<file path="src/rtl/irq_agg_pkg.sv">
package irq_agg_pkg;

  localparam int unsigned ADDR_W = 2;

  typedef enum logic [ADDR_W-1:0] {
    A_CTRL   = 2'd0,
    A_ENABLE = 2'd1,
    A_STATUS = 2'd2,
    A_SPARE  = 2'd3
  } reg_addr_e;

  // Control register layout: bit 0 global gate, bit 1 edge mode, bit 2 polarity.
  typedef struct packed {
    logic pol_high;
    logic edge_md;
    logic gen;
  } ctrl_t;

  localparam int unsigned CTRL_W = $bits(ctrl_t);

  // Level the pin rests at when nothing is signalled.
  function automatic logic idle_level(ctrl_t c);
    return ~c.pol_high;
  endfunction

  // Registered pin value for the next cycle.
  function automatic logic pin_next(ctrl_t c, logic pend, logic pend_prev);
    logic act;
    act = c.edge_md ? (pend & ~pend_prev) : pend;
    act = act & c.gen;
    return c.pol_high ? act : ~act;
  endfunction

endpackage

</file>
<file path="src/rtl/irq_reg_port.sv">
module irq_reg_port
  import irq_agg_pkg::*;
#(
  parameter int unsigned N_SRC = 9
) (
  input  logic                 clk,
  input  logic                 rst_n,
  input  logic                 wr_i,
  input  logic [ADDR_W-1:0]    addr_i,
  input  logic [N_SRC-1:0]     wdata_i,
  input  logic [N_SRC-1:0]     status_i,
  output ctrl_t                ctrl_o,
  output logic [N_SRC-1:0]     enable_o,
  output logic [N_SRC-1:0]     clr_mask_o,
  output logic [N_SRC-1:0]     rdata_o
);
  localparam int unsigned PAD_W = N_SRC - CTRL_W;

  ctrl_t            ctrl_q;
  logic [N_SRC-1:0] enable_q;
  logic             wr_ctrl, wr_en, wr_stat;

  always_comb begin
    wr_ctrl = wr_i && (addr_i == A_CTRL);
    wr_en   = wr_i && (addr_i == A_ENABLE);
    wr_stat = wr_i && (addr_i == A_STATUS);
  end

  always_ff @(posedge clk or negedge rst_n) begin
    if (!rst_n) begin
      ctrl_q   <= '0;
      enable_q <= '0;
    end else begin
      if (wr_ctrl) ctrl_q   <= ctrl_t'(wdata_i[CTRL_W-1:0]);
      if (wr_en)   enable_q <= wdata_i;
    end
  end

  assign clr_mask_o = wr_stat ? wdata_i : '0;

  always_comb begin
    unique case (addr_i)
      A_CTRL:   rdata_o = {{PAD_W{1'b0}}, ctrl_q};
      A_ENABLE: rdata_o = enable_q;
      A_STATUS: rdata_o = status_i;
      default:  rdata_o = '0;
    endcase
  end

  assign ctrl_o   = ctrl_q;
  assign enable_o = enable_q;
endmodule

</file>
<file path="src/rtl/irq_status_bank.sv">
module irq_status_bank #(
  parameter int unsigned N_SRC = 9
) (
  input  logic             clk,
  input  logic             rst_n,
  input  logic [N_SRC-1:0] evt_i,
  input  logic [N_SRC-1:0] clr_i,
  output logic [N_SRC-1:0] status_o
);
  for (genvar g = 0; g < N_SRC; g++) begin : g_bit
    logic flag_q;
    always_ff @(posedge clk or negedge rst_n) begin
      if (!rst_n)        flag_q <= 1'b0;
      else if (evt_i[g]) flag_q <= 1'b1;   // event wins over clear
      else if (clr_i[g]) flag_q <= 1'b0;
    end
    assign status_o[g] = flag_q;
  end
endmodule

</file>
<file path="src/rtl/irq_pin_drv.sv">
module irq_pin_drv
  import irq_agg_pkg::*;
(
  input  logic  clk,
  input  logic  rst_n,
  input  ctrl_t ctrl_i,
  input  logic  pend_i,
  output logic  pend_rise_o,
  output logic  pin_o
);
  logic pend_prev_q;
  logic pin_q;

  always_ff @(posedge clk or negedge rst_n) begin
    if (!rst_n) begin
      pend_prev_q <= 1'b0;
      pin_q       <= 1'b1;
    end else begin
      pend_prev_q <= pend_i;
      pin_q       <= pin_next(ctrl_i, pend_i, pend_prev_q);
    end
  end

  assign pend_rise_o = pend_i & ~pend_prev_q;
  assign pin_o       = pin_q;
endmodule

</file>
<file path="src/rtl/irq_aggregator.sv">
module irq_aggregator
  import irq_agg_pkg::*;
#(
  parameter int unsigned N_SRC = 9
) (
  input  logic              clk,
  input  logic              rst_n,
  input  logic [N_SRC-1:0]  evt_i,
  input  logic              reg_wr_i,
  input  logic [1:0]        reg_addr_i,
  input  logic [N_SRC-1:0]  reg_wdata_i,
  output logic [N_SRC-1:0]  reg_rdata_o,
  output logic              irq_pin_o
);
  ctrl_t            ctrl;
  logic [N_SRC-1:0] enable;
  logic [N_SRC-1:0] status;
  logic [N_SRC-1:0] clr_mask;
  logic             pend;
  logic             pend_rise;

  irq_reg_port #(.N_SRC(N_SRC)) u_regs (
    .clk(clk), .rst_n(rst_n), .wr_i(reg_wr_i), .addr_i(reg_addr_i),
    .wdata_i(reg_wdata_i), .status_i(status), .ctrl_o(ctrl),
    .enable_o(enable), .clr_mask_o(clr_mask), .rdata_o(reg_rdata_o)
  );

  irq_status_bank #(.N_SRC(N_SRC)) u_stat (
    .clk(clk), .rst_n(rst_n), .evt_i(evt_i), .clr_i(clr_mask),
    .status_o(status)
  );

  assign pend = ctrl.gen & (|(status & enable));

  irq_pin_drv u_pin (
    .clk(clk), .rst_n(rst_n), .ctrl_i(ctrl), .pend_i(pend),
    .pend_rise_o(pend_rise), .pin_o(irq_pin_o)
  );
endmodule

</file>
<file path="config.mk">
export PLATFORM = sky130hd
export DESIGN_NAME = irq_aggregator
export DESIGN_NICKNAME = d
export VERILOG_FILES = /design/src/rtl/irq_agg_pkg.sv /design/src/rtl/irq_reg_port.sv /design/src/rtl/irq_status_bank.sv /design/src/rtl/irq_pin_drv.sv /design/src/rtl/irq_aggregator.sv
export SDC_FILE = /design/constraint.sdc
export NUM_CORES = 1
export LEC_CHECK = 0
export BUFFER_PORTS_ARGS = -buffer_cell sky130_fd_sc_hd__clkbuf_2
export CELL_PAD_IN_SITES_DETAIL_PLACEMENT = 2
export CELL_PAD_IN_SITES_GLOBAL_PLACEMENT = 2
export CORE_ASPECT_RATIO = 0.6
export CORE_MARGIN = 2
export CORE_UTILIZATION = 25
export DETAILED_ROUTE_END_ITERATION = 16
export GPL_TIMING_DRIVEN = 0
export PLACE_DENSITY = 0.73
export RECOVER_POWER = 25
export SKIP_CTS_REPAIR_TIMING = 1
export SLEW_MARGIN = 20
export SYNTH_ARGS = -nofsm -noshare
export SYNTH_HDL_FRONTEND = slang
export SYNTH_HIERARCHICAL = 1
export SYNTH_SLANG_ARGS = --single-unit
</file>
<file path="constraint.sdc">
create_clock -name clk -period 1.9 [get_ports clk]
set_input_delay 0.19 -clock clk [delete_from_list [all_inputs] [get_ports clk]]
set_output_delay 0.19 -clock clk [all_outputs]
set_load 0.02 [all_outputs]
</file>
==> impl_metrics.yaml, run 1 <==
sta:
  setup_violations: 0
  report.final.hold_viol_count: 0
  period_share_pct: 79.9
  worst_slack_ps: 381
  rsz0062_at_grt: "false"
  fin_worst_skew_ps: 3.99
  finalSetupTns_ps: 0
  tightest_slew_ps: 603
  relSlewSlack_pct: 59.8
  min_period_ps: 1520
  report.final.slew_viol_count: 0
  max_freq_mhz: 658
final_layout:
  nNetsFinal: 160
  antenna_cells: 0
  fin_cells: 199
  areaGrowthSynthToFinish_pct: 21.2
  fill_cells: 521
  seqCellArea_um2: 577
  drive_gt1_share_pct: 47.8
  multi_input_area_um2: 475
setup_path:
  r2r_slack_ps: 380
  critPathLaunchType: "flop"
  crit_arrival_ps: 1720
  crit_path_max_fanout: 2
  cp_slowest_cell: "dfrtp_1"
  critPathKind: "flop to flop"
  critPathRequiredTime_ps: 2100
  cp-end-kind: "flop"
  slowest_delay_ps: 390
  worstPathCellList: "buf_4, a22o_1, a221oi_2, a31oi_1, nand2_1, a21oi_2, xnor2_1"
clock_network:
  cts_buffers: 3
  root_buffer: "clkbuf_8"
  cts_tree: "done"
  clk_pin_slew_ps: 90
  htree_levels: 1
  clockBufferDepth: 2
  clk_latency_ps: 260
  clock-sinks: 23
logic_synthesis:
  synth_fp_nets: 124
  synth.avg_cell_area_um2: 12.1
  syn-cell-area_mm2: 0.00122
  syn_inst: 101
  ys_warn_count: 6
route:
  drtPass1Iterations: 4
  wl_met2_um: 1410
  wl_per_cell_um: 16.2
  viasPerCell: 4.49
  drt_wl_total_um: 3230
  drt_iter0_drc: 14
  postRouteAntennaNets: 0
  wl_met3_um: 195
  route.top_layer_used: "met3"
  drc: 0
  wl_met1_um: 1620
  num_vias: 893
floorplanning:
  dieHeight_um: 58.1
  rows: 19
  start_util_pct: 26.3
  die_width_um: 94.1
  dieArea_mm2: 0.00546
  ios: 33
  coreArea_mm2: 0.00464
global_routing:
  track_usage_pct: 13.0
  grt_max_degree: 24
  grt_pass1_wl_um: 5350
  antenna_found_initial: 0
  grt_pass1_vias: 1026
  grt_overflow_total: 0
outcome:
  status: "complete, no violations"
power:
  power.leakage_nw: 0.674
  finalPower_mw: 1.20
  power.density_mw_per_mm2: 812
  irDropWorstVdd_v: 0.000298
worst_hold_path:
  hold_class: "primary input to flop"
placement:
  routabilityCongestion: 0.734
  post-place-cells: 194
  dp_hpwl_um: 2510
  pre_cts_slack_ps: 374
  port_buffers: 30
run:
  maxCapViolations: 0
placed cells by master (no fill, tap or decap), drive strengths merged, types with 2 or more instances in the layout:
| cell | n |
|---|---|
| mux2i | 3 |
| clkbuf | 35 |
| a21o | 9 |
| dfrtp | 22 |
| buf | 12 |
| mux2 | 12 |
| inv | 10 |
| o2bb2ai | 3 |
| a22o | 7 |
| nor2b | 2 |
| and3 | 9 |
path summary, 6_finish.rpt:
check | start | endpoint | depth (start not counted)
worst max-delay path | u_stat/g_bit[5].flag_q | u_pin/pin_o | 7
worst min-delay path | evt_i[0] | u_stat/g_bit[0].flag_q | 2
worst max register to register | u_stat/g_bit[5].flag_q | u_pin/pin_o | 7
worst min register to register | u_regs/ctrl_o[2] | u_pin/pin_o | 1
max in group asynchronous | rst_n | u_stat/g_bit[8].flag_q | 2
min in group asynchronous | rst_n | u_stat/g_bit[2].flag_q | 2
report_power, final:
part           internal, mW  switching, mW
combinational         0.134          0.143
clock                 0.146          0.163
sequential            0.562         0.0493
worst max-delay path, delay by kind of cell (launching register included):
kind                      cells  cell delay, ps
AOI/OAI and AO/OA             4             680
xor gates and xnor gates      1             140
DFF                           1             390
and+or+nand+nor               1             110
buffers and inverters         1             140
routing by layer:
layer | global-route usage [%] | vias to the layer above
met4 | 1.24 | 0
li1 | - | 424
met5 | 0 | -
met3 | 4.29 | 0
met2 | 20.9 | 25
met1 | 17.8 | 444
layout make-up:
class	count	area share, %
Clock inverter	1	0.339
Buffer	14	6.79
Tap cell	63	5.34
Inverter	10	2.54
Clock buffer	3	2.80
Sequential cell	23	39.1
Multi-Input combinational cell	54	32.2
Timing Repair Buffer	31	10.9
state kept, by name, summed over array words and instances, names as in the netlist:
name,flops
u_stat/g_bit.flag_q,9
u_pin/pin_o,1
u_regs/enable_o,9
u_pin/pend_prev_q,1
u_regs/ctrl_o,3
per-stage QoR:
stage	hold slack, ps	instance area (um2)	utilization, %
5_1_grt	99.3	1480	31.8
4_1_cts	-57.3	1490	32.2
3_3_place_gp	220	1450	31.2
6_report	102	1480	31.8
3_5_place_dp	235	1450	31.2
2_1_floorplan	-106	1220	-
Power figures use the tool's default switching activity.
==> run 2: changes to the inputs <==
--- a/config.mk
+++ b/config.mk
@@ -13,7 +13,7 @@
 export CORE_UTILIZATION = 25
 export DETAILED_ROUTE_END_ITERATION = 16
 export GPL_TIMING_DRIVEN = 0
-export PLACE_DENSITY = 0.73
+export PLACE_DENSITY = 0.75
 export RECOVER_POWER = 25
 export SKIP_CTS_REPAIR_TIMING = 1
 export SLEW_MARGIN = 20
==> constraint.sdc (replaced) <==
create_clock -name clk -period 1.3 [get_ports clk]
set_input_delay 0.13 -clock clk [delete_from_list [all_inputs] [get_ports clk]]
set_output_delay 0.13 -clock clk [all_outputs]
set_load 0.02 [all_outputs]
==> impl_metrics.yaml, run 2 (synthesis results as in run 1) <==
floorplanning:
  coreArea_mm2: 0.00464
  dieArea_mm2: 0.00546
  ios: 33
  dieHeight_um: 58.1
  rows: 19
  die_width_um: 94.1
  start_util_pct: 26.3
setup_path:
  critPathBufInv: 0
  critPathRequiredTime_ps: 1510
  critPathKind: "flop to flop"
  slowest_delay_ps: 410
  worstPathCellList: "a22o_1, a221oi_2, a31oi_2, nand2_1, a21oi_2, xnor2_1"
  crit_family: "compound AO/OA/AOI/OAI gates"
  critPathLaunchType: "flop"
  crit_path_max_fanout: 3
  cp_slowest_cell: "dfrtp_1"
  cp-end-kind: "flop"
  crit_arrival_ps: 1610
run:
  maxCapViolations: 0
final_layout:
  fin_cells: 197
  design_area_mm2: 0.00152
  layout_commonest_cell: "clkbuf_2"
  antenna_cells: 0
  nNetsFinal: 158
  drive_gt1_share_pct: 48.5
  fill_cells: 520
  areaGrowthSynthToFinish_pct: 24.8
  final_util_pct: 32.8
  layout_common_cells: "23 x clkbuf_2, 22 x dfrtp_1, 12 x buf_4, 12 x mux2_2, 10 x inv_1"
power:
  clkPwrFrac_pct: 25.6
  p_comb_share_pct: 24.7
  swShare_pct: 30.1
  p_switching_mw: 0.546
  seq_power_share_pct: 49.8
  power.density_mw_per_mm2: 1190
  power.leakage_nw: 0.687
  p_int_mw: 1.27
  finalPower_mw: 1.81
  irDropWorstVdd_v: 0.000296
sta:
  rsz0062_at_grt: "true"
  report.final.slew_viol_count: 0
  fin_worst_skew_ps: 6.15
  report.final.hold_viol_count: 0
  period_share_pct: 108
  relSlewSlack_pct: 60.3
  finalSetupTns_ps: -109
  max_freq_mhz: 712
  setup_violations: 2
  worst_slack_ps: -104
  tightest_slew_ps: 595
  min_period_ps: 1400
worst_hold_path:
  hold_class: "primary input to flop"
route:
  drt_wl_total_um: 3420
  viasPerCell: 4.66
  drc: 0
  drt_iter0_drc: 9
  wl_per_cell_um: 17.4
  drtPass1Iterations: 4
  postRouteAntennaNets: 0
  num_vias: 919
global_routing:
  grt_overflow_total: 0
  antenna_found_initial: 0
  grt_pass1_vias: 1018
  grt_max_degree: 24
  track_usage_pct: 13.8
  grt_pass1_wl_um: 5600
clock_network:
  htree_levels: 1
  clk_pin_slew_ps: 90
  clockBufferDepth: 2
  root_buffer: "clkbuf_8"
  cts_buffers: 3
  cts_tree: "done"
  clk_latency_ps: 270
  clock-sinks: 23
placement:
  placed_area_mm2: 0.00145
  port_buffers: 30
  post-place-cells: 194
  dp_hpwl_um: 2620
  routabilityCongestion: 0.757
outcome:
  status: "complete, but fails checks"
  violations: "setup timing"
==> run 2: cell count changes in the layout (fill, tap and decap cells not counted), sizes merged <==
cell	change
clkinv	-1
buf	+4
clkbuf	-5
==> run 2: power groups by stage <==
stage	Combinational, mW	Sequential, mW	Clock [mW]
final	0.447	0.902	0.463
after global routing	0.493	0.918	0.505
after CTS	0.426	0.900	0.482
after detailed placement	0.425	0.915	0
after global placement	0.400	0.900	0
after floorplan	0.262	0.904	0
==> run 2: metal layers <==
metal  routed length, um  vias to the layer above  GRT usage, %
met2                1580                       31          23.0
met3                 212                        2          4.81
met5                   0                        -             0
li1                    -                      412             -
met4                  10                        0          1.86
met1                1620                      474          18.0
==> run 2: final cells by class <==
type	count	area (um2)	share of cell area [%]
well taps	63	78.8	5.19
multi-input cells	54	505	33.3
clock buffers	4	45.0	2.97
plain buffers	6	45.0	2.97
inverters	10	37.5	2.47
repair buffers	37	230	15.2
flip-flops and latches	23	577	38.0
==> run 2: worst paths after layout <==
path	start	end	slack, ps	cells after the start
min in group asynchronous	rst_n	u_stat/g_bit[2].flag_q	400	2
worst min-delay path	evt_i[1]	u_stat/g_bit[1].flag_q	30	2
worst max-delay path	u_regs/enable_o[5]	u_pin/pin_o	-100	6
worst max register to register	u_regs/enable_o[5]	u_pin/pin_o	-100	6
worst min register to register	u_regs/ctrl_o[2]	u_pin/pin_o	460	1
max in group asynchronous	rst_n	u_stat/g_bit[8].flag_q	500	2
==> run 2: metrics by stage <==
stage	hold slack (ps)	worst slack [ps]
global placement	159	-92.0
floorplan	-166	9.10
global route	24.2	-212
CTS	-125	-216
detailed placement	172	-188
finish	32.6	-104
